===== src/rtl/tmr_rst_pkg.sv =====
package tmr_rst_pkg;
  localparam int unsigned NUM_SLICES = 3;

  function automatic logic maj3(input logic [NUM_SLICES-1:0] v);
    return (v[0] & v[1]) | (v[0] & v[2]) | (v[1] & v[2]);
  endfunction
endpackage


===== src/rtl/trs_sync2.sv =====
module trs_sync2 #(
  parameter int unsigned W = 3
) (
  input  logic         clk,
  input  logic         rst_n,
  input  logic [W-1:0] d,
  output logic [W-1:0] q
);
  logic [W-1:0] meta_q;

  always_ff @(posedge clk or negedge rst_n) begin
    if (!rst_n) begin
      meta_q <= '0;
      q      <= '0;
    end else begin
      meta_q <= d;
      q      <= meta_q;
    end
  end
endmodule


===== src/rtl/trs_slice.sv =====
module trs_slice #(
  parameter int unsigned TICK_DIV    = 125000,
  parameter int unsigned HOLD_TICKS  = 100,
  parameter int unsigned WIN_TICKS   = 1400,
  parameter int unsigned WDRST_TICKS = 1000,
  parameter int unsigned KICKS       = 10,
  parameter int unsigned ADDR_W      = 16,
  parameter logic [ADDR_W-1:0] MY_ADDR = '0
) (
  input  logic              clk,
  input  logic              rst_n,
  input  logic              pgood,
  input  logic              wr_en,
  input  logic [ADDR_W-1:0] wr_addr,
  input  logic              wd_vote,
  output logic              req,
  output logic              wd_flag,
  output logic              wd_busy
);
  localparam int unsigned PW = $clog2(TICK_DIV + 1);
  localparam int unsigned HW = $clog2(HOLD_TICKS + 1);
  localparam int unsigned WW = $clog2(WIN_TICKS + 1);
  localparam int unsigned RW = $clog2(WDRST_TICKS + 1);
  localparam int unsigned KW = $clog2(KICKS + 1);

  logic [PW-1:0] pre_q, pre_d;
  logic [HW-1:0] hold_q, hold_d;
  logic [WW-1:0] win_q, win_d;
  logic [KW-1:0] kick_q, kick_d;
  logic [RW-1:0] rcnt_q, rcnt_d;
  logic          flag_q, flag_d;
  logic          busy_q, busy_d;

  logic tick, hold_act, wd_start, run, hit, miss, satisfied;

  always_comb begin
    tick      = (pre_q == PW'(TICK_DIV - 1));
    hold_act  = !pgood || (hold_q != '0);
    wd_start  = wd_vote && !busy_q;
    run       = !hold_act && !busy_q && !wd_start;
    hit       = wr_en && (wr_addr == MY_ADDR);
    miss      = wr_en && (wr_addr != MY_ADDR);
    satisfied = hit && (kick_q == KW'(KICKS - 1));

    // prescaler, realigned on supply loss and watchdog reset start
    if (!pgood || wd_start || tick) pre_d = '0;
    else                            pre_d = pre_q + 1'b1;

    // power-up / brownout hold
    if (!pgood)                      hold_d = HW'(HOLD_TICKS);
    else if (tick && hold_q != '0)   hold_d = hold_q - 1'b1;
    else                             hold_d = hold_q;

    // watchdog reset duration
    busy_d = busy_q;
    rcnt_d = rcnt_q;
    if (wd_start) begin
      busy_d = 1'b1;
      rcnt_d = RW'(WDRST_TICKS);
    end else if (busy_q && tick) begin
      if (rcnt_q <= RW'(1)) begin
        busy_d = 1'b0;
        rcnt_d = '0;
      end else begin
        rcnt_d = rcnt_q - 1'b1;
      end
    end

    // watchdog window and burst counter
    win_d  = win_q;
    kick_d = kick_q;
    flag_d = flag_q;
    if (!run) begin
      win_d  = '0;
      kick_d = '0;
      flag_d = 1'b0;
    end else if (satisfied) begin
      win_d  = '0;
      kick_d = '0;
      flag_d = 1'b0;
    end else begin
      if (hit)       kick_d = kick_q + 1'b1;
      else if (miss) kick_d = '0;
      if (tick && !flag_q) begin
        if (win_q == WW'(WIN_TICKS - 1)) flag_d = 1'b1;
        else                             win_d  = win_q + 1'b1;
      end
    end
  end

  always_ff @(posedge clk or negedge rst_n) begin
    if (!rst_n) begin
      pre_q  <= '0;
      hold_q <= HW'(HOLD_TICKS);
      win_q  <= '0;
      kick_q <= '0;
      rcnt_q <= '0;
      flag_q <= 1'b0;
      busy_q <= 1'b0;
    end else begin
      pre_q  <= pre_d;
      hold_q <= hold_d;
      win_q  <= win_d;
      kick_q <= kick_d;
      rcnt_q <= rcnt_d;
      flag_q <= flag_d;
      busy_q <= busy_d;
    end
  end

  assign req     = hold_act || busy_q;
  assign wd_flag = flag_q;
  assign wd_busy = busy_q;
endmodule


===== src/rtl/trs_voter.sv =====
module trs_voter
  import tmr_rst_pkg::*;
(
  input  logic                  clk,
  input  logic                  rst_n,
  input  logic [NUM_SLICES-1:0] req,
  input  logic [NUM_SLICES-1:0] flag,
  output logic                  wd_vote,
  output logic                  sys_rst
);
  logic rst_d;

  always_comb begin
    wd_vote = maj3(flag);
    rst_d   = maj3(req);
  end

  always_ff @(posedge clk or negedge rst_n) begin
    if (!rst_n) sys_rst <= 1'b1;
    else        sys_rst <= rst_d;
  end
endmodule


===== src/rtl/tmr_reset_supervisor.sv =====
module tmr_reset_supervisor
  import tmr_rst_pkg::*;
#(
  parameter int unsigned TICK_DIV    = 125000,
  parameter int unsigned HOLD_TICKS  = 100,
  parameter int unsigned WIN_TICKS   = 1400,
  parameter int unsigned WDRST_TICKS = 1000,
  parameter int unsigned KICKS       = 10,
  parameter int unsigned ADDR_W      = 16,
  parameter logic [ADDR_W-1:0] WD_BASE = 16'hFF00
) (
  input  logic              clk,
  input  logic              rst_n,
  input  logic [2:0]        pgood_raw,
  input  logic              wr_en,
  input  logic [ADDR_W-1:0] wr_addr,
  input  logic [2:0]        flt_force_req,
  input  logic [2:0]        flt_force_idle,
  output logic              sys_rst
);
  logic [NUM_SLICES-1:0] pgood_s;
  logic [NUM_SLICES-1:0] raw_req, raw_flag, slice_busy;
  logic [NUM_SLICES-1:0] slice_req, slice_flag;
  logic                  wd_vote;

  trs_sync2 #(.W(NUM_SLICES)) u_sync (
    .clk(clk), .rst_n(rst_n), .d(pgood_raw), .q(pgood_s)
  );

  for (genvar gi = 0; gi < NUM_SLICES; gi++) begin : g_slice
    trs_slice #(
      .TICK_DIV(TICK_DIV), .HOLD_TICKS(HOLD_TICKS), .WIN_TICKS(WIN_TICKS),
      .WDRST_TICKS(WDRST_TICKS), .KICKS(KICKS), .ADDR_W(ADDR_W),
      .MY_ADDR(WD_BASE + ADDR_W'(gi))
    ) u_slice (
      .clk(clk), .rst_n(rst_n), .pgood(pgood_s[gi]),
      .wr_en(wr_en), .wr_addr(wr_addr), .wd_vote(wd_vote),
      .req(raw_req[gi]), .wd_flag(raw_flag[gi]), .wd_busy(slice_busy[gi])
    );

    always_comb begin
      if (flt_force_req[gi])       slice_req[gi] = 1'b1;
      else if (flt_force_idle[gi]) slice_req[gi] = 1'b0;
      else                         slice_req[gi] = raw_req[gi];
      slice_flag[gi] = raw_flag[gi] && !flt_force_idle[gi];
    end
  end

  trs_voter u_voter (
    .clk(clk), .rst_n(rst_n), .req(slice_req), .flag(slice_flag),
    .wd_vote(wd_vote), .sys_rst(sys_rst)
  );
endmodule


===== config.mk =====
export PLATFORM = sky130hd
export DESIGN_NAME = tmr_reset_supervisor
export DESIGN_NICKNAME = d
export VERILOG_FILES = /design/src/rtl/tmr_rst_pkg.sv /design/src/rtl/trs_sync2.sv /design/src/rtl/trs_slice.sv /design/src/rtl/trs_voter.sv /design/src/rtl/tmr_reset_supervisor.sv
export SDC_FILE = /design/constraint.sdc
export NUM_CORES = 1
export LEC_CHECK = 0
export ABC_AREA = 1
export BUFFER_PORTS_ARGS = -buffer_cell sky130_fd_sc_hd__buf_2
export CAP_MARGIN = 25
export CELL_PAD_IN_SITES_DETAIL_PLACEMENT = 1
export CELL_PAD_IN_SITES_GLOBAL_PLACEMENT = 1
export CORE_AREA = 4 4 156 158
export DETAILED_ROUTE_END_ITERATION = 12
export DIE_AREA = 0 0 160 162
export GPL_TIMING_DRIVEN = 0
export MAX_ROUTING_LAYER = met4
export PLACE_DENSITY = 0.79
export SKIP_LAST_GASP = 1
export SYNTH_ARGS = -nofsm -noshare
export SYNTH_HDL_FRONTEND = slang
export SYNTH_SLANG_ARGS = --single-unit

===== constraint.sdc =====
create_clock -name clk -period 2.2 [get_ports clk]
set_input_delay 0.22 -clock clk [delete_from_list [all_inputs] [get_ports clk]]
set_output_delay 0.22 -clock clk [all_outputs]
set_load 0.05 [all_outputs]

## After elaboration in Yosys (flattened, before gate mapping)

Cells that the tools add are included.

| operators by class | value |
|---|---|
| shift operators | 0 |
| order comparisons | 3 |
| multipliers | 0 |
| div/mod/pow operators | 0 |
| bitwise operators | 10 |
| multiplexer cells | 69 |
| eq/ne operators | 30 |
| reduce and logical (&&, ||, !) cells | 78 |
| add/subtract/negate cells | 15 |

Operators with widths:

| operator | count |
|---|---|
| 2-to-1 mux 11 bit | 12 |
| 2-to-1 mux 10 bit | 9 |
| adder 17 x 1 -> 17 bit (second input constant) | 3 |
| == test 17 bit (second input constant) | 3 |
| 2-to-1 mux 17 bit | 3 |
| == test 16 bit (second input constant) | 3 |
| 2-to-1 mux 4 bit | 12 |
| inequality test 16 bit (second input constant) | 3 |
| 2-to-1 mux 7 bit | 6 |
| adder 11 x 1 -> 11 bit (second input constant) | 3 |
| == test 11 bit (second input constant) | 3 |
| less-or-equal comparator 10 x 1 -> 1 bit (second input constant) | 3 |
| logical AND 1 bit | 30 |
| subtractor 10 x 1 -> 10 bit (second input constant) | 3 |
| 2-to-1 mux 1 bit | 27 |
| inequality test 3 bit (second input constant) | 9 |
| nonzero test 7 bit | 3 |
| subtractor 7 x 1 -> 7 bit (second input constant) | 3 |
| logical NOT 1 bit | 18 |
| AND reduction 2 bit | 9 |
| adder 4 x 1 -> 4 bit (second input constant) | 3 |
| == test 4 bit (second input constant) | 3 |
| logical OR 1 bit | 12 |
| inequality test 4 bit (second input constant) | 3 |
| 4 further kinds | 19 |

| word-level totals | value |
|---|---|
| bits in read-only memories | 0 |
| input bits | 28 |
| output and inout bits | 1 |
| word-level logic and storage cells | 229 |
| memories kept | 0 |
| register bits after elaboration | 160 |
| RAM bits | 0 |
| latch bits | 0 |

## Longest topological paths before layout

Gate-level depths: netlist of run 1.

| logic depth | value |
|---|---|
| word-level depth | 10 |
| depth in mapped cells | 12 |
| gate-level depth less buffers | 12 |

## By module

Synthesis of run 1 repeated with hierarchy kept, for this count alone.

| second synthesis, totals | value |
|---|---|
| cells, all modules | 1268 |
| area total of the unflattened synthesis | 9331.4 µm² |

By module, submodules not included:

| module | sequential area each (µm²) | cells each | times used | area each (µm²) |
|---|---|---|---|---|
| trs_slice at g_slice[1].u_slice ... | 1280.0 | 401 | 2 | 2969.1 |
| trs_slice at g_slice[0].u_slice | 1280.0 | 433 | 1 | 3106.7 |
| trs_sync2 | 150.1 | 6 | 1 | 150.1 |
| trs_voter | 26.3 | 9 | 1 | 68.8 |
| tmr_reset_supervisor | 0.0 | 18 | 1 | 67.6 |

## Worst setup path after synthesis of run 1

OpenSTA, ideal clock, no wires.

| timing path | value |
|---|---|
| kind | register to register |
| from | register g_slice[0].u_slice.win_q[0] |
| to | register g_slice[0].u_slice.win_q[10] |
| library setup time | 0.134 ns |
| slack | 0.513 ns |
| arrival time | 1.553 ns |
| cell stages (with the launch flop) | 9 |
| data required time | 2.066 ns |
| buffers on the path | 0 |
| clock period less this slack | 1.687 ns |
| cells stage by stage | dfrtp_1 ha_1 nand2_1 inv_1 nand2_1 nor3_1 nor2_1 nor2_1 o21ai_0 |

| between the ends | value |
|---|---|
| longest elaborated chain between the ends | 5 |
| elaborated cells on any way between the ends | 8 |
| those cells by class | add/sub: 1; eq/ne: 2; mux: 4; reduce/logical: 1 |

Ends and longest elaborated chain:

| what | line | source |
|---|---|---|
| start, declared | trs_slice.sv:28 | `logic [WW-1:0] win_q, win_d;` |
| start signal, assigned | trs_slice.sv:103 | `win_q <= win_d;` |
| adder 11 x 1 -> 11 bit | trs_slice.sv:86 | `else win_d = win_q + 1'b1;` |
| 2-to-1 mux 11 bit | trs_slice.sv:85 | `if (win_q == WW'(WIN_TICKS - 1)) flag_d = 1'b1;` |
| 2-to-1 mux 11 bit | trs_slice.sv:84 | `if (tick && !flag_q) begin` |
| 2-to-1 mux 11 bit | trs_slice.sv:77 | `end else if (satisfied) begin` |
| 2-to-1 mux 11 bit | trs_slice.sv:73 | `if (!run) begin` |

Several ways; a longest one is shown, not always the timed one. The select of a mux whose other input is x is not followed.
A chain may end at the register's enable or synchronous reset.

## Worst setup path after layout of run 1

| timing path | value |
|---|---|
| from | register g_slice[1].u_slice.pre_q[0] |
| to | register g_slice[1].u_slice.rcnt_q[0] |

| between the ends | value |
|---|---|
| longest elaborated chain between the ends | 3 |

Ends and longest elaborated chain:

| what | line | source |
|---|---|---|
| start, declared | trs_slice.sv:26 | `logic [PW-1:0] pre_q, pre_d;` |
| start signal, assigned | trs_slice.sv:101 | `pre_q <= pre_d;` |
| == test 17 bit | trs_slice.sv:37 | `tick = (pre_q == PW'(TICK_DIV - 1));` |
| logical AND 1 bit | trs_slice.sv:60 | `end else if (busy_q && tick) begin` |
| nonzero test 2 bit (no line) | -- |  |
| end signal, assigned | trs_slice.sv:105 | `rcnt_q <= rcnt_d;` |
| end, declared | trs_slice.sv:30 | `logic [RW-1:0] rcnt_q, rcnt_d;` |

No other way between the ends.

==> results of run 1 <==
## layout make-up
cell class / count / share of cell area (%)
tap: 290 / 3.54
inverter: 180 / 6.62
buffer: 6 / 0.403
clock buffer: 19 / 4.42
timing repair buffer: 32 / 2.07
multi-input combinational: 861 / 42.3
clock inverter: 13 / 1.46
sequential: 160 / 39.2
## worst min-delay path, stage by stage
cell     delay, ps
buf_2           80
a21oi_1         40
o21ai_0        140
## registers in the layout, indices dropped and copies added (netlist names)
register / flops
g_slice.u_slice.win_q: 33
u_sync.meta_q: 3
u_voter.sys_rst: 1
g_slice.u_slice.kick_q: 12
g_slice.u_slice.rcnt_q: 30
u_sync.q: 3
g_slice.u_slice.wd_busy: 3
g_slice.u_slice.wd_flag: 3
g_slice.u_slice.hold_q: 21
g_slice.u_slice.pre_q: 51
## cell families after synthesis
| kind of cell | share of synthesized area, % |
|---|---|
| AND/OR/NAND/NOR | 31.5 |
| AO/OA/AOI/OAI | 8.60 |
| XOR/XNOR | 4.17 |
| adder cells (fa/ha/maj) | 3.32 |
| flip-flops | 44.5 |
| buffers and inverters | 7.94 |
## worst max path at each step
stage,slack [ps],end,cells past startpoint,startpoint
CTS,20,g_slice[1].u_slice.rcnt_q[0],12,g_slice[1].u_slice.pre_q[0]
detailed placement,70,g_slice[0].u_slice.hold_q[4],11,g_slice[0].u_slice.pre_q[0]
global route,-30,g_slice[1].u_slice.rcnt_q[0],12,g_slice[1].u_slice.pre_q[0]
global placement,-1740,g_slice[0].u_slice.pre_q[11],1,rst_n
finish,160,g_slice[1].u_slice.rcnt_q[0],12,g_slice[1].u_slice.pre_q[0]
floorplan,510,g_slice[0].u_slice.win_q[10],8,g_slice[0].u_slice.win_q[0]
## layer usage
layer  up-vias  routed length, um  track usage, %
met2        39              11500            33.4
li1       3980                  -               -
met3        11                366            3.27
met4         0                198            4.34
met5         -                  0               -
met1      3946               9850            21.1
## report_power, final
group	internal (mW)	switching (mW)
logic	0.0583	0.134
registers	2.97	0.0195
clock network	1.76	1.31
## cells in the mapped netlist, drive strengths merged
cell type,n,share of area [%]
nand2,259,11
nor2,203,8.8
inv,180,7.5
dfrtp,150,42
nand3,90,5.2
o21ai,61,3.4
a21oi,59,3.4
nor3,47,2.8
xor2,37,3.6
nand4,26,1.8
ha,24,3.3
dfstp,10,2.9
nor3b,10,0.83
o22ai,6,0.42
xnor2,6,0.58
nor4,5,0.35
buf,4,0.37
nand3b,4,0.33
o31ai,4,0.33
or2,4,0.28
a31oi,3,0.21
a211oi,2,0.17
clkbuf,2,0.083
o21a,2,0.17
o21bai,2,0.17
a22oi,1,0.083
a31o,1,0.097
and2,1,0.069
and3b,1,0.097
o2111ai,1,0.097
o221ai,1,0.097
or3,1,0.069
## stage by stage
step                      utilization [%]  worst slack [ps]  total power, mW  setup TNS, ps
after floorplan                         -               513             3.12              0
after global placement               41.2             -1740             3.23        -265460
after detailed placement             41.4              75.0             3.24              0
after CTS                            44.2              18.8             6.35              0
after global routing                 44.4             -29.8             6.52          -29.8
final                                44.4               157             6.26              0
## timing repair
action,in CTS,in global routing
resized for setup,0,15
hold endpoints to repair,50,0
hold buffers,4,0
endpoints found under the setup margin,0,29
==> flow_summary.rst, run 1 <==
.. list-table::
   :header-rows: 1

   * - Metric
     - Value
   * - TritonCTS sink count
     - 160
   * - Maximum number of pins on one net before global-route repair
     - 110
   * - H-Tree Level Count
     - 4
   * - Area of the multi-input gates
     - 4340 um^2
   * - Number of setup violations in the final report
     - 0
   * - Worst Hold End
     - u_voter.sys_rst
   * - Vias in the first global route
     - 8514
   * - Peak supply drop
     - 0.390 mV
   * - Pin slew with the least headroom to its limit
     - 569 ps
   * - Count of pins on the block boundary
     - 29
   * - Warning count from the yosys run
     - 0
   * - Syn_nets
     - 1259
   * - Hold Path Depth
     - 3
   * - Die Area
     - 25900 um^2
   * - Total area of sequential cells
     - 4020 um^2
   * - Commonest non-fill, non-tap cells in the layout
     - nand2_1 (252), nor2_1 (190), inv_1 (177)
   * - Wire length of the first global-routing pass
     - 38.8 mm
   * - Max FO, Critical Path
     - 7
   * - Static power due to leakage
     - 4.77 nW
   * - Area after DPL
     - 9570 um^2
   * - Residual DRC
     - 0
   * - Hold Crit Start
     - flt_force_req[0]
   * - Slowest cell delay on critical path
     - 380 ps
   * - Register bit count reported by yosys
     - 160
   * - Clock Latency Late Sink
     - 430 ps
   * - Count of cells along the worst register-to-register path
     - 12
   * - Effective utilization at floorplan
     - 39.1%
   * - Cells after synthesis
     - 1207
   * - Worst path required time
     - 2500 ps
   * - Final min period
     - 2040 ps
   * - Post-route insts no fill
     - 1561
   * - Post-CTS setup buffer count
     - 0
   * - Total core area
     - 23100 um^2
   * - Data arrival, critical path
     - 2340 ps
   * - Reg-to-Reg End
     - g_slice[1].u_slice.rcnt_q[0]
   * - Distinct cells, synth
     - 44
   * - Global-route congestion overflow total
     - 0
   * - Type of the worst setup path
     - flip-flop to flip-flop
   * - Critical Path Sink Type
     - flip-flop
   * - Synthesized area divided by synthesized cell count
     - 7.48 um^2
   * - Ratio of routed vias to standard cells
     - 5.11
   * - Total routing resource utilization after global routing
     - 18.3%
   * - Final Hold Vio Count
     - 0
   * - Final clock period utilization by the worst path
     - 92.9%
   * - Detailed router's first-iteration violation count
     - 350
   * - Setup clock skew after layout
     - 14.6 ps
   * - Relative slew margins
     - 62.1%
   * - Family with the most delay on the worst path
     - simple AND/OR/NAND/NOR gates
   * - HPWL after detailed placement
     - 15.9 mm
   * - Layout net count
     - 1310
   * - FILL cells
     - 2927
   * - Run status
     - finished clean
   * - Class of the tightest hold or removal check
     - input pin to flip-flop
   * - RSZ-0062 raised after global routing
     - true
   * - Final RePlAce weighted congestion
     - 0.829
   * - Pins Over Slew Limit
     - 0
   * - Crit path max-delay cell type
     - dfrtp_1
   * - Power density over the cells
     - 610 nW/um^2
   * - Area growth, synth to finish
     - 13.5%
   * - Share of layout cells above drive strength 1
     - 8.50%
   * - Via Count
     - 7976
   * - Antenna violation net count after detailed routing
     - 0
   * - Largest buffer count on any clock path
     - 2
   * - CTS root buf
     - clkbuf_16
   * - Slack of the worst reg-to-reg path
     - 160 ps
   * - DIE WIDTH
     - 160 um
   * - Highest attainable clock frequency
     - 490 MHz
   * - Worst Setup Start Kind
     - flip-flop
   * - Number of antenna violations at the first check in global routing
     - 0
   * - Wire length after detailed routing
     - 21.9 mm
   * - CTS tree
     - done
   * - Most frequent standard cell in the layout excluding fill and tap cells
     - nand2_1
   * - Number of buffers added by the clock tree synthesis step
     - 17
   * - Detailed-router iteration count before antenna repair
     - 6
   * - Die Ht
     - 162 um
   * - Clock edge transition at the registers on the reported setup and hold paths
     - 70 ps
   * - Critical path buffer and inverter count
     - 3
   * - Post-route cell area
     - 10300 um^2
   * - Final antenna diode count
     - 0
   * - Number of rows created at floorplan
     - 56
   * - Max-capacitance violation count
     - 0
   * - Post-Syn Area
     - 9030 um^2
   * - Buffers on Ports
     - 27
   * - Origin of the critical flop-to-flop path
     - g_slice[1].u_slice.pre_q[0]
   * - Hold WS
     - 87.5 ps
   * - Post-DR wirelength/cell
     - 14.1 um
   * - Ordered cell list for the critical path
     - ha_1, nand2_1, nor2_1, inv_1, nor2_1, nand2_2, nor2_4, inv_1, nand2_1, inv_1, nand2_1, o21ai_0
   * - Share of the yosys chip area belonging to registers
     - 44.5%
   * - Placed instance count
     - 1525
Power figures use the tool's default switching activity.
==> inputs of run 2 (changes only) <==
--- a/config.mk
+++ b/config.mk
@@ -10,13 +10,14 @@
 export CAP_MARGIN = 25
 export CELL_PAD_IN_SITES_DETAIL_PLACEMENT = 1
 export CELL_PAD_IN_SITES_GLOBAL_PLACEMENT = 1
-export CORE_AREA = 4 4 156 158
+export CORE_AREA = 4 4 158 160
 export DETAILED_ROUTE_END_ITERATION = 12
-export DIE_AREA = 0 0 160 162
+export DIE_AREA = 0 0 162 164
 export GPL_TIMING_DRIVEN = 0
 export MAX_ROUTING_LAYER = met4
-export PLACE_DENSITY = 0.79
+export PLACE_DENSITY = 0.8
 export SKIP_LAST_GASP = 1
 export SYNTH_ARGS = -nofsm -noshare
 export SYNTH_HDL_FRONTEND = slang
+export SYNTH_HIERARCHICAL = 1
 export SYNTH_SLANG_ARGS = --single-unit
==> constraint.sdc (replaced) <==
create_clock -name clk -period 2.1 [get_ports clk]
set_input_delay 0.21 -clock clk [delete_from_list [all_inputs] [get_ports clk]]
set_output_delay 0.21 -clock clk [all_outputs]
set_load 0.05 [all_outputs]
==> run 2 against run 1 <==
First-iteration DRC count up 33%. Sequential share of layout area down 1.4 points. Worst hold slack better by 55 ps. Wire length up 13%. Die area up 2.5%. Synthesized cell count up 5.1%. Global-route usage up 1.9 points. Setup slack worse by 9.4 ps. Combinational power up 21%. Highest routed layer unchanged.
==> flow_summary.rst, run 2 <==
.. list-table::
   :header-rows: 1

   * - Metric
     - Value
   * - Run status
     - finished clean
   * - Max-capacitance violation count
     - 0 (unchanged)
   * - Area after DPL
     - 9910 um^2 (+3.5%)
   * - Crit path max-delay cell type
     - dfrtp_1
   * - Slowest cell delay on critical path
     - 380 ps (about the same)
   * - Most frequent cells after synthesis
     - nand2_1 (279), nor2_1 (214), inv_1 (186)
   * - DIE WIDTH
     - 162 um (+1.3%)
   * - Max reg flops
     - 51 (unchanged)
   * - Residual DRC
     - 0 (unchanged)
   * - HPWL after detailed placement
     - 18.0 mm (+14%)
   * - Final RePlAce weighted congestion
     - 0.817 (-1.5%)
   * - Final Hold Vio Count
     - 0 (unchanged)
   * - Detailed router's first-iteration violation count
     - 465 (+33%)
   * - Via Count
     - 8406 (+5.4%)
   * - Ratio of routed vias to standard cells
     - 5.07 (-0.83%)
   * - Vias in the first global route
     - 8965 (+5.3%)
   * - Maximum number of pins on one net before global-route repair
     - 119 (+8.2%)
   * - Pin slew with the least headroom to its limit
     - 618 ps (+49.0 ps)
   * - Sum of negative setup slack
     - 0 ps (unchanged)
   * - Final clock period utilization by the worst path
     - 93.0% (+0.11 points)
   * - Warning count from the yosys run
     - 6 (+6)
   * - Buffers on Ports
     - 28 (+3.7%)
   * - Worst path required time
     - 2410 ps (-90 ps)
   * - Area growth, synth to finish
     - 14.1%
   * - Max FO, Critical Path
     - 6 (-1)
   * - Clock edge transition at the registers on the reported setup and hold paths
     - 70 ps (about the same)
   * - Post-DR wirelength/cell
     - 15.0 um (+6.8%)
   * - Clock Latency Late Sink
     - 440 ps (about the same)
   * - Wire length after detailed routing
     - 24.9 mm (+13%)
   * - Pins Over Slew Limit
     - 0 (unchanged)
   * - Library cell appearing most often on the critical path
     - nand2_1
   * - Ordered cell list for the critical path
     - ha_1, nand2_1, inv_1, nand2_1, nor2_2, nand2_2, nor2_4, inv_2, nand2_2, inv_1, nand2_1, o211ai_1
   * - Power density over the cells
     - 614 nW/um^2 (+0.61%)
   * - Effective utilization at floorplan
     - 39.9% (+0.80 points)
   * - Type of the worst setup path
     - flip-flop to flip-flop
   * - Synth area leader
     - dfrtp_1
   * - Largest buffer count on any clock path
     - 2 (unchanged)
   * - Relative slew margins
     - 58.8% (-3.3 points)
   * - Cell with the most instances after synthesis
     - nand2_1
   * - Register bit count reported by yosys
     - 160 (unchanged)
   * - Number of antenna violations at the first check in global routing
     - 0 (unchanged)
   * - Register containing the most flip-flops in the final layout
     - g_slice.u_slice/pre_q
   * - Post-route cell area
     - 10600 um^2 (+3.8%)
   * - Primary FF master, synth
     - dfrtp_1
   * - Critical Path Sink Type
     - flip-flop
   * - CTS root buf
     - clkbuf_16
   * - Fraction of the core area covered by cells at the end of the flow
     - 45.5% (+1.1 points)
   * - Setup clock skew after layout
     - 16.9 ps (+2.26 ps)
   * - Post-Syn Area
     - 9330 um^2 (+3.3%)
   * - Final antenna diode count
     - 0 (unchanged)
   * - Total core area
     - 23400 um^2 (+1.2%)
   * - FILL cells
     - 3002 (+2.6%)
   * - Commonest non-fill, non-tap cells in the layout
     - nand2_1 (278), nor2_1 (208), inv_1 (184)
   * - Most frequent standard cell in the layout excluding fill and tap cells
     - nand2_1
   * - Yosys top cell area share
     - 40.2% (-1.3 points)
   * - Biggest registers after layout
     - g_slice.u_slice/pre_q x51, g_slice.u_slice/win_q x33, g_slice.u_slice/rcnt_q x30
   * - Share of layout cells above drive strength 1
     - 11.7% (+3.2 points)
   * - Number of buffers added by the clock tree synthesis step
     - 17 (unchanged)
   * - TritonCTS sink count
     - 160 (unchanged)
   * - Number of setup violations in the final report
     - 0 (unchanged)
   * - Number of synthesized flops with an enable pin
     - 0 (unchanged)
   * - Class of the tightest hold or removal check
     - input pin to flip-flop
   * - Area contributors post-synth
     - dfrtp_1 (40%), nand2_1 (11%), nor2_1 (8.6%)
   * - Worst Setup Start Kind
     - flip-flop
   * - Die Area
     - 26600 um^2 (+2.5%)
   * - Cells after synthesis
     - 1268 (+5.1%)
   * - Critical path buffer and inverter count
     - 3 (unchanged)
   * - Share of the yosys chip area belonging to registers
     - 43.0% (-1.4 points)
   * - Final min period
     - 1950 ps (-90.6 ps)
   * - Distinct cells, synth
     - 43 (-2.3%)
   * - RSZ-0062 raised after global routing
     - true
   * - Static power due to leakage
     - 4.97 nW (+4.2%)
   * - Number of rows created at floorplan
     - 56 (unchanged)
   * - Asr flop ratio synth
     - 100% (unchanged)
   * - Count of pins on the block boundary
     - 29 (unchanged)
   * - Antenna violation net count after detailed routing
     - 0 (unchanged)
   * - Syn_nets
     - 1317 (+4.6%)
   * - Global-route congestion overflow total
     - 0 (unchanged)
   * - Die Ht
     - 164 um (+1.2%)
   * - Total routing resource utilization after global routing
     - 20.2% (+1.9 points)
   * - Detailed-router iteration count before antenna repair
     - 5 (-1)
   * - H-Tree Level Count
     - 4 (unchanged)
   * - Peak supply drop
     - 0.401 mV (+2.7%)
   * - Layout net count
     - 1376 (+5.0%)
   * - Wire length of the first global-routing pass
     - 43.0 mm (+11%)
   * - Synthesized area divided by synthesized cell count
     - 7.36 um^2 (-1.7%)
   * - Family with the most delay on the worst path
     - simple AND/OR/NAND/NOR gates
   * - CTS tree
     - done
   * - Data arrival, critical path
     - 2270 ps (-70 ps)
   * - Highest attainable clock frequency
     - 512 MHz (+4.6%)
==> run 2: cell types whose count changed after synthesis, moves of 8 or more <==
cell / change
o21ai_0: -9
xor2_1: -19
o21ai_1: +11
nand3_1: -22
nand2_2: +10
nor2_2: +8
nand2_1: +24
nor2_1: +17
inv_2: +9
a31oi_1: +9
nand4_1: +13
a21oi_1: -13
==> run 2: metrics by stage <==
| stage | setup WS, ps | hold slack [ps] | instances | total power, mW |
|---|---|---|---|---|
| final | 148 | 142 | 1659 | 6.53 |
| after global routing | -23.0 | 159 | 1659 | 6.81 |
| after CTS | 3.44 | 135 | 1652 | 6.63 |
| after detailed placement | -197 | 132 | 1616 | 3.42 |
| after global placement | -1870 | 318 | 1615 | 3.40 |
| after floorplan | 466 | -85.6 | 1268 | 3.27 |
==> run 2: routing by layer <==
metal / wire [um] / vias up / global-route usage [%]
li1: - / 4185 / -
met1: 11400 / 4126 / 24.9
met5: 0 / - / -
met3: 583 / 22 / 3.36
met2: 12600 / 73 / 34.8
met4: 302 / 0 / 4.96
==> run 2: what timing repair did <==
| action | in CTS | in global routing |
|---|---|---|
| gates resized for setup | 3 | 16 |
| gates cloned | 0 | 0 |
| hold endpoints to repair | 45 | 0 |
| setup buffers | 0 | 7 |
| hold buffers | 4 | 0 |
| setup endpoints to repair | 44 | 64 |
| pin swaps | 0 | 4 |
==> run 2: power by group <==
part	leakage (nW)	internal [mW]	switching [mW]
combinational	2.64	0.0712	0.160
sequential	2.04	3.11	0.0240
clock	0.287	1.69	1.47
==> run 2: cells by family after synthesis <==
kind of cell               Yosys count  share of synthesized area (%)
xor gates and xnor gates            25                           2.35
AOI/OAI and AO/OA                  156                           9.65
DFF                                160                           43.0
adders and majority gates           21                           2.82
and+or+nand+nor                    699                           33.3
buffers and inverters              207                           8.85
==> run 2: path summary, 6_finish.rpt <==
kind | from | to | slack (ps) | cells past startpoint
worst min-delay path | flt_force_req[1] | u_voter/sys_rst | 140 | 5
min in group asynchronous | rst_n | g_slice[0].u_slice/pre_q[4] | 270 | 2
worst max-delay path | g_slice[2].u_slice/pre_q[0] | g_slice[2].u_slice/rcnt_q[5] | 150 | 12
worst min register to register | u_sync/meta_q[1] | u_sync/q[1] | 350 | 0
max in group asynchronous | rst_n | g_slice[1].u_slice/win_q[7] | 930 | 3
worst max register to register | g_slice[2].u_slice/pre_q[0] | g_slice[2].u_slice/rcnt_q[5] | 150 | 12
==> run 2: worst register-to-register path: cells and delay by family (launching register included) <==
family | cells | cell delay (ps)
AND/OR/NAND/NOR | 7 | 880
adder cells (fa/ha/maj) | 1 | 170
buffers and inverters | 3 | 310
AO/OA/AOI/OAI | 1 | 80
flip-flops | 1 | 380
==> run 2: area by class of cell <==
class | count | area [um^2] | share of cell area (%)
multi-input combinational | 901 | 4540 | 42.7
sequential | 160 | 4020 | 37.7
inverter | 197 | 739 | 6.95
clock buffer | 17 | 425 | 4.00
tap | 319 | 399 | 3.75
timing repair buffer | 40 | 270 | 2.54
clock inverter | 15 | 159 | 1.49
buffer | 10 | 92.6 | 0.870
==> inputs of run 3 (changes only) <==
--- a/config.mk
+++ b/config.mk
@@ -16,6 +16,7 @@
 export GPL_TIMING_DRIVEN = 0
 export MAX_ROUTING_LAYER = met4
 export PLACE_DENSITY = 0.8
+export SETUP_SLACK_MARGIN = 0.2
 export SKIP_LAST_GASP = 1
 export SYNTH_ARGS = -nofsm -noshare
 export SYNTH_HDL_FRONTEND = slang
==> run 3 against run 2 <==
Clock skew is essentially flat. Maximum frequency increased by 5.3%. Final area is 4.3% higher. Via count grew 3.4%. Critical path depth fell by 3. First-iteration DRC count is 1.1% lower. Power increased by 0.63%. Utilization increased by 2.0 points. Clock power barely moved. Largest cell class unchanged. Largest power group unchanged. Highest routed layer unchanged.
==> flow_summary.rst, run 3 (same netlist as run 2, synthesis figures left out) <==
.. list-table::
   :header-rows: 1

   * - Metric
     - Value
   * - Run status
     - finished clean
   * - Final Hold Vio Count
     - 0 (unchanged)
   * - Library cell appearing most often on the critical path
     - inv_1
   * - Max reg flops
     - 51 (unchanged)
   * - Final min period
     - 1850 ps (-97.6 ps)
   * - CTS root buf
     - clkbuf_16
   * - Internal power summed over all cells
     - 4.89 mW (+0.29%)
   * - Switching component of the power
     - 1.69 mW (+1.7%)
   * - H-Tree Level Count
     - 4 (unchanged)
   * - Data arrival, critical path
     - 2200 ps (-70 ps)
   * - Final antenna diode count
     - 0 (unchanged)
   * - Global-route congestion overflow total
     - 0 (unchanged)
   * - Clock Latency Late Sink
     - 440 ps (about the same)
   * - Post-route total power
     - 6.57 mW (+0.63%)
   * - Post-route cell area
     - 11100 um^2 (+4.3%)
   * - Slowest cell delay on critical path
     - 410 ps (+30 ps)
   * - Highest attainable clock frequency
     - 539 MHz (+5.3%)
   * - Slack of the worst reg-to-reg path
     - 250 ps (+100 ps)
   * - Register containing the most flip-flops in the final layout
     - g_slice.u_slice/pre_q
   * - Buffers on Ports
     - 28 (unchanged)
   * - Clock edge transition at the registers on the reported setup and hold paths
     - 70 ps (about the same)
   * - Antenna violation net count after detailed routing
     - 0 (unchanged)
   * - Wire length of the first global-routing pass
     - 43.6 mm (+1.5%)
   * - Total core area
     - 23400 um^2 (unchanged)
   * - Worst Setup Start Kind
     - flip-flop
   * - Total routing resource utilization after global routing
     - 20.5% (+0.32 points)
   * - Commonest non-fill, non-tap cells in the layout
     - nand2_1 (266), nor2_1 (198), inv_1 (176)
   * - Crit path to
     - g_slice[1].u_slice/win_q[0]
   * - FILL cells
     - 2982 (-0.67%)
   * - Peak supply drop
     - 0.406 mV (+1.3%)
   * - DIE WIDTH
     - 162 um (unchanged)
   * - Die Ht
     - 164 um (unchanged)
   * - Max-capacitance violation count
     - 0 (unchanged)
   * - Placed instance count
     - 1616 (unchanged)
   * - Pins Over Slew Limit
     - 0 (unchanged)
   * - Maximum number of pins on one net before global-route repair
     - 119 (unchanged)
   * - Post-DR wirelength/cell
     - 15.6 um (+3.8%)
   * - Ratio of routed vias to standard cells
     - 5.15 (+1.6%)
   * - Count of pins on the block boundary
     - 29 (unchanged)
   * - Final RePlAce weighted congestion
     - 0.817 (unchanged)
   * - Area of the multi-input gates
     - 4760 um^2 (+4.8%)
   * - Switching Share
     - 25.6% (+0.26 points)
   * - Origin of the critical flop-to-flop path
     - g_slice[1].u_slice/hold_q[0]
   * - Largest buffer count on any clock path
     - 2 (unchanged)
   * - HPWL after detailed placement
     - 18.0 mm (unchanged)
   * - Area after DPL
     - 9910 um^2 (unchanged)
   * - Power density over the cells
     - 592 nW/um^2 (-3.5%)
   * - Count of cells along the worst register-to-register path
     - 9 (-3)
   * - Biggest registers after layout
     - g_slice.u_slice/pre_q x51, g_slice.u_slice/win_q x33, g_slice.u_slice/rcnt_q x30
   * - Sequential share of power
     - 47.7% (-0.3 points)
   * - Max FO, Critical Path
     - 6 (unchanged)
   * - Number of buffers added by the clock tree synthesis step
     - 17 (unchanged)
   * - Clock group share of total power
     - 48.5% (about the same)
   * - Number of antenna violations at the first check in global routing
     - 0 (unchanged)
   * - Static power due to leakage
     - 5.14 nW (+3.4%)
   * - Most frequent standard cell in the layout excluding fill and tap cells
     - nand2_1
   * - Effective utilization at floorplan
     - 39.9% (unchanged)
   * - Worst path required time
     - 2440 ps (+30 ps)
   * - Via Count
     - 8689 (+3.4%)
   * - Area growth, synth to finish
     - 19.0%
   * - CTS tree
     - done
   * - Final clock period utilization by the worst path
     - 88.3% (-4.6 points)
   * - Post-route insts no fill
     - 1688 (+1.7%)
   * - Residual DRC
     - 0 (unchanged)
   * - Detailed router's first-iteration violation count
     - 460 (-1.1%)
   * - Ordered cell list for the critical path
     - inv_1, ha_4, inv_1, nor3_4, nand3_2, a21oi_4, buf_6, nand3_1, o21ai_0
   * - Reg-to-Reg End
     - g_slice[1].u_slice/win_q[0]
   * - TritonCTS sink count
     - 160 (unchanged)
   * - Total area of sequential cells
     - 4020 um^2 (about the same)
   * - Relative slew margins
     - 58.5% (-0.25 points)
   * - Number of rows created at floorplan
     - 56 (unchanged)
   * - Wire length after detailed routing
     - 26.3 mm (+5.6%)
   * - Share of layout cells above drive strength 1
     - 17.1% (+5.4 points)
   * - Hold WS
     - 155 ps (+12.8 ps)
   * - RSZ-0062 raised after global routing
     - true
   * - Number of setup violations in the final report
     - 0 (unchanged)
   * - Vias in the first global route
     - 9040 (+0.84%)
   * - Type of the worst setup path
     - flip-flop to flip-flop
   * - Die Area
     - 26600 um^2 (unchanged)
   * - Detailed-router iteration count before antenna repair
     - 5 (unchanged)
   * - Setup clock skew after layout
     - 17.3 ps (+0.445 ps)
   * - Pin slew with the least headroom to its limit
     - 622 ps (+3.74 ps)
   * - Layout net count
     - 1405 (+2.1%)
   * - Critical Path Sink Type
     - flip-flop
   * - Class of the tightest hold or removal check
     - input pin to flip-flop
   * - Crit path max-delay cell type
     - dfrtp_1
   * - Combinational share of power
     - 3.9% (+0.4 points)
   * - Worst setup startpoint
     - g_slice[1].u_slice/hold_q[0]
-- run 3: cell types whose count changed in the layout (fill, tap and decap cells not counted), sizes merged --
cell	delta
buf	+29
-- run 3: worst min path at each step --
stage | to | start | slack, ps | cells past startpoint
floorplan | g_slice[0].u_slice/hold_q[0] | rst_n | -90 | 0
global placement | u_sync/meta_q[2] | pgood_raw[2] | 320 | 1
detailed placement | g_slice[0].u_slice/pre_q[4] | rst_n | 130 | 1
CTS | g_slice[0].u_slice/kick_q[0] | wr_en | 140 | 4
global route | u_voter/sys_rst | flt_force_req[1] | 160 | 5
finish | g_slice[0].u_slice/kick_q[0] | wr_en | 160 | 4
-- run 3: per-stage QoR --
stage	setup TNS [ps]	utilization [%]	worst slack, ps
after floorplan	0	-	466
after global placement	-286620	42.2	-1870
after detailed placement	-2670	42.3	-197
after CTS	0	45.5	161
after global routing	0	47.4	109
final	0	47.4	245
-- run 3: metal layers --
metal	track usage (%)	share of wire [%]	wire (um)
met4	5.27	1.2	322
met1	25.2	45	11800
met5	-	0	0
met3	3.46	2.6	687
met2	35.4	51	13500
-- run 3: timing repair --
item / 4_1_cts / 5_1_grt
hold buffers: 4 / 0
endpoints found under the setup margin: 81 / 118
hold endpoints to repair: 45 / 0
resized for setup: 18 / 74
setup buffers: 8 / 24
pin swaps: 5 / 24
gates cloned: 1 / 3
-- run 3: final cells by class --
cell class	instances	share of cell area (%)
Multi-Input combinational cell	901	42.9
Sequential cell	160	36.2
Inverter	197	6.68
Timing Repair Buffer	69	4.52
Clock buffer	17	3.83
Tap cell	319	3.59
Clock inverter	15	1.43
Buffer	10	0.868
-- run 3: power groups by stage --
stage / Sequential (mW) / Combinational, mW / Clock, mW
after global placement: 3.19 / 0.214 / 0
after detailed placement: 3.19 / 0.229 / 0
final: 3.13 / 0.254 / 3.19
after CTS: 3.13 / 0.243 / 3.27
after floorplan: 3.19 / 0.0850 / 0
after global routing: 3.14 / 0.293 / 3.40
-- run 3: critical path, delay by kind of cell, from the launching register on --
family	cells	cell delay, ps
simple gates	3	500
flops	1	410
buf+inv	3	340
compound gates	2	340
fa+ha+maj	1	160
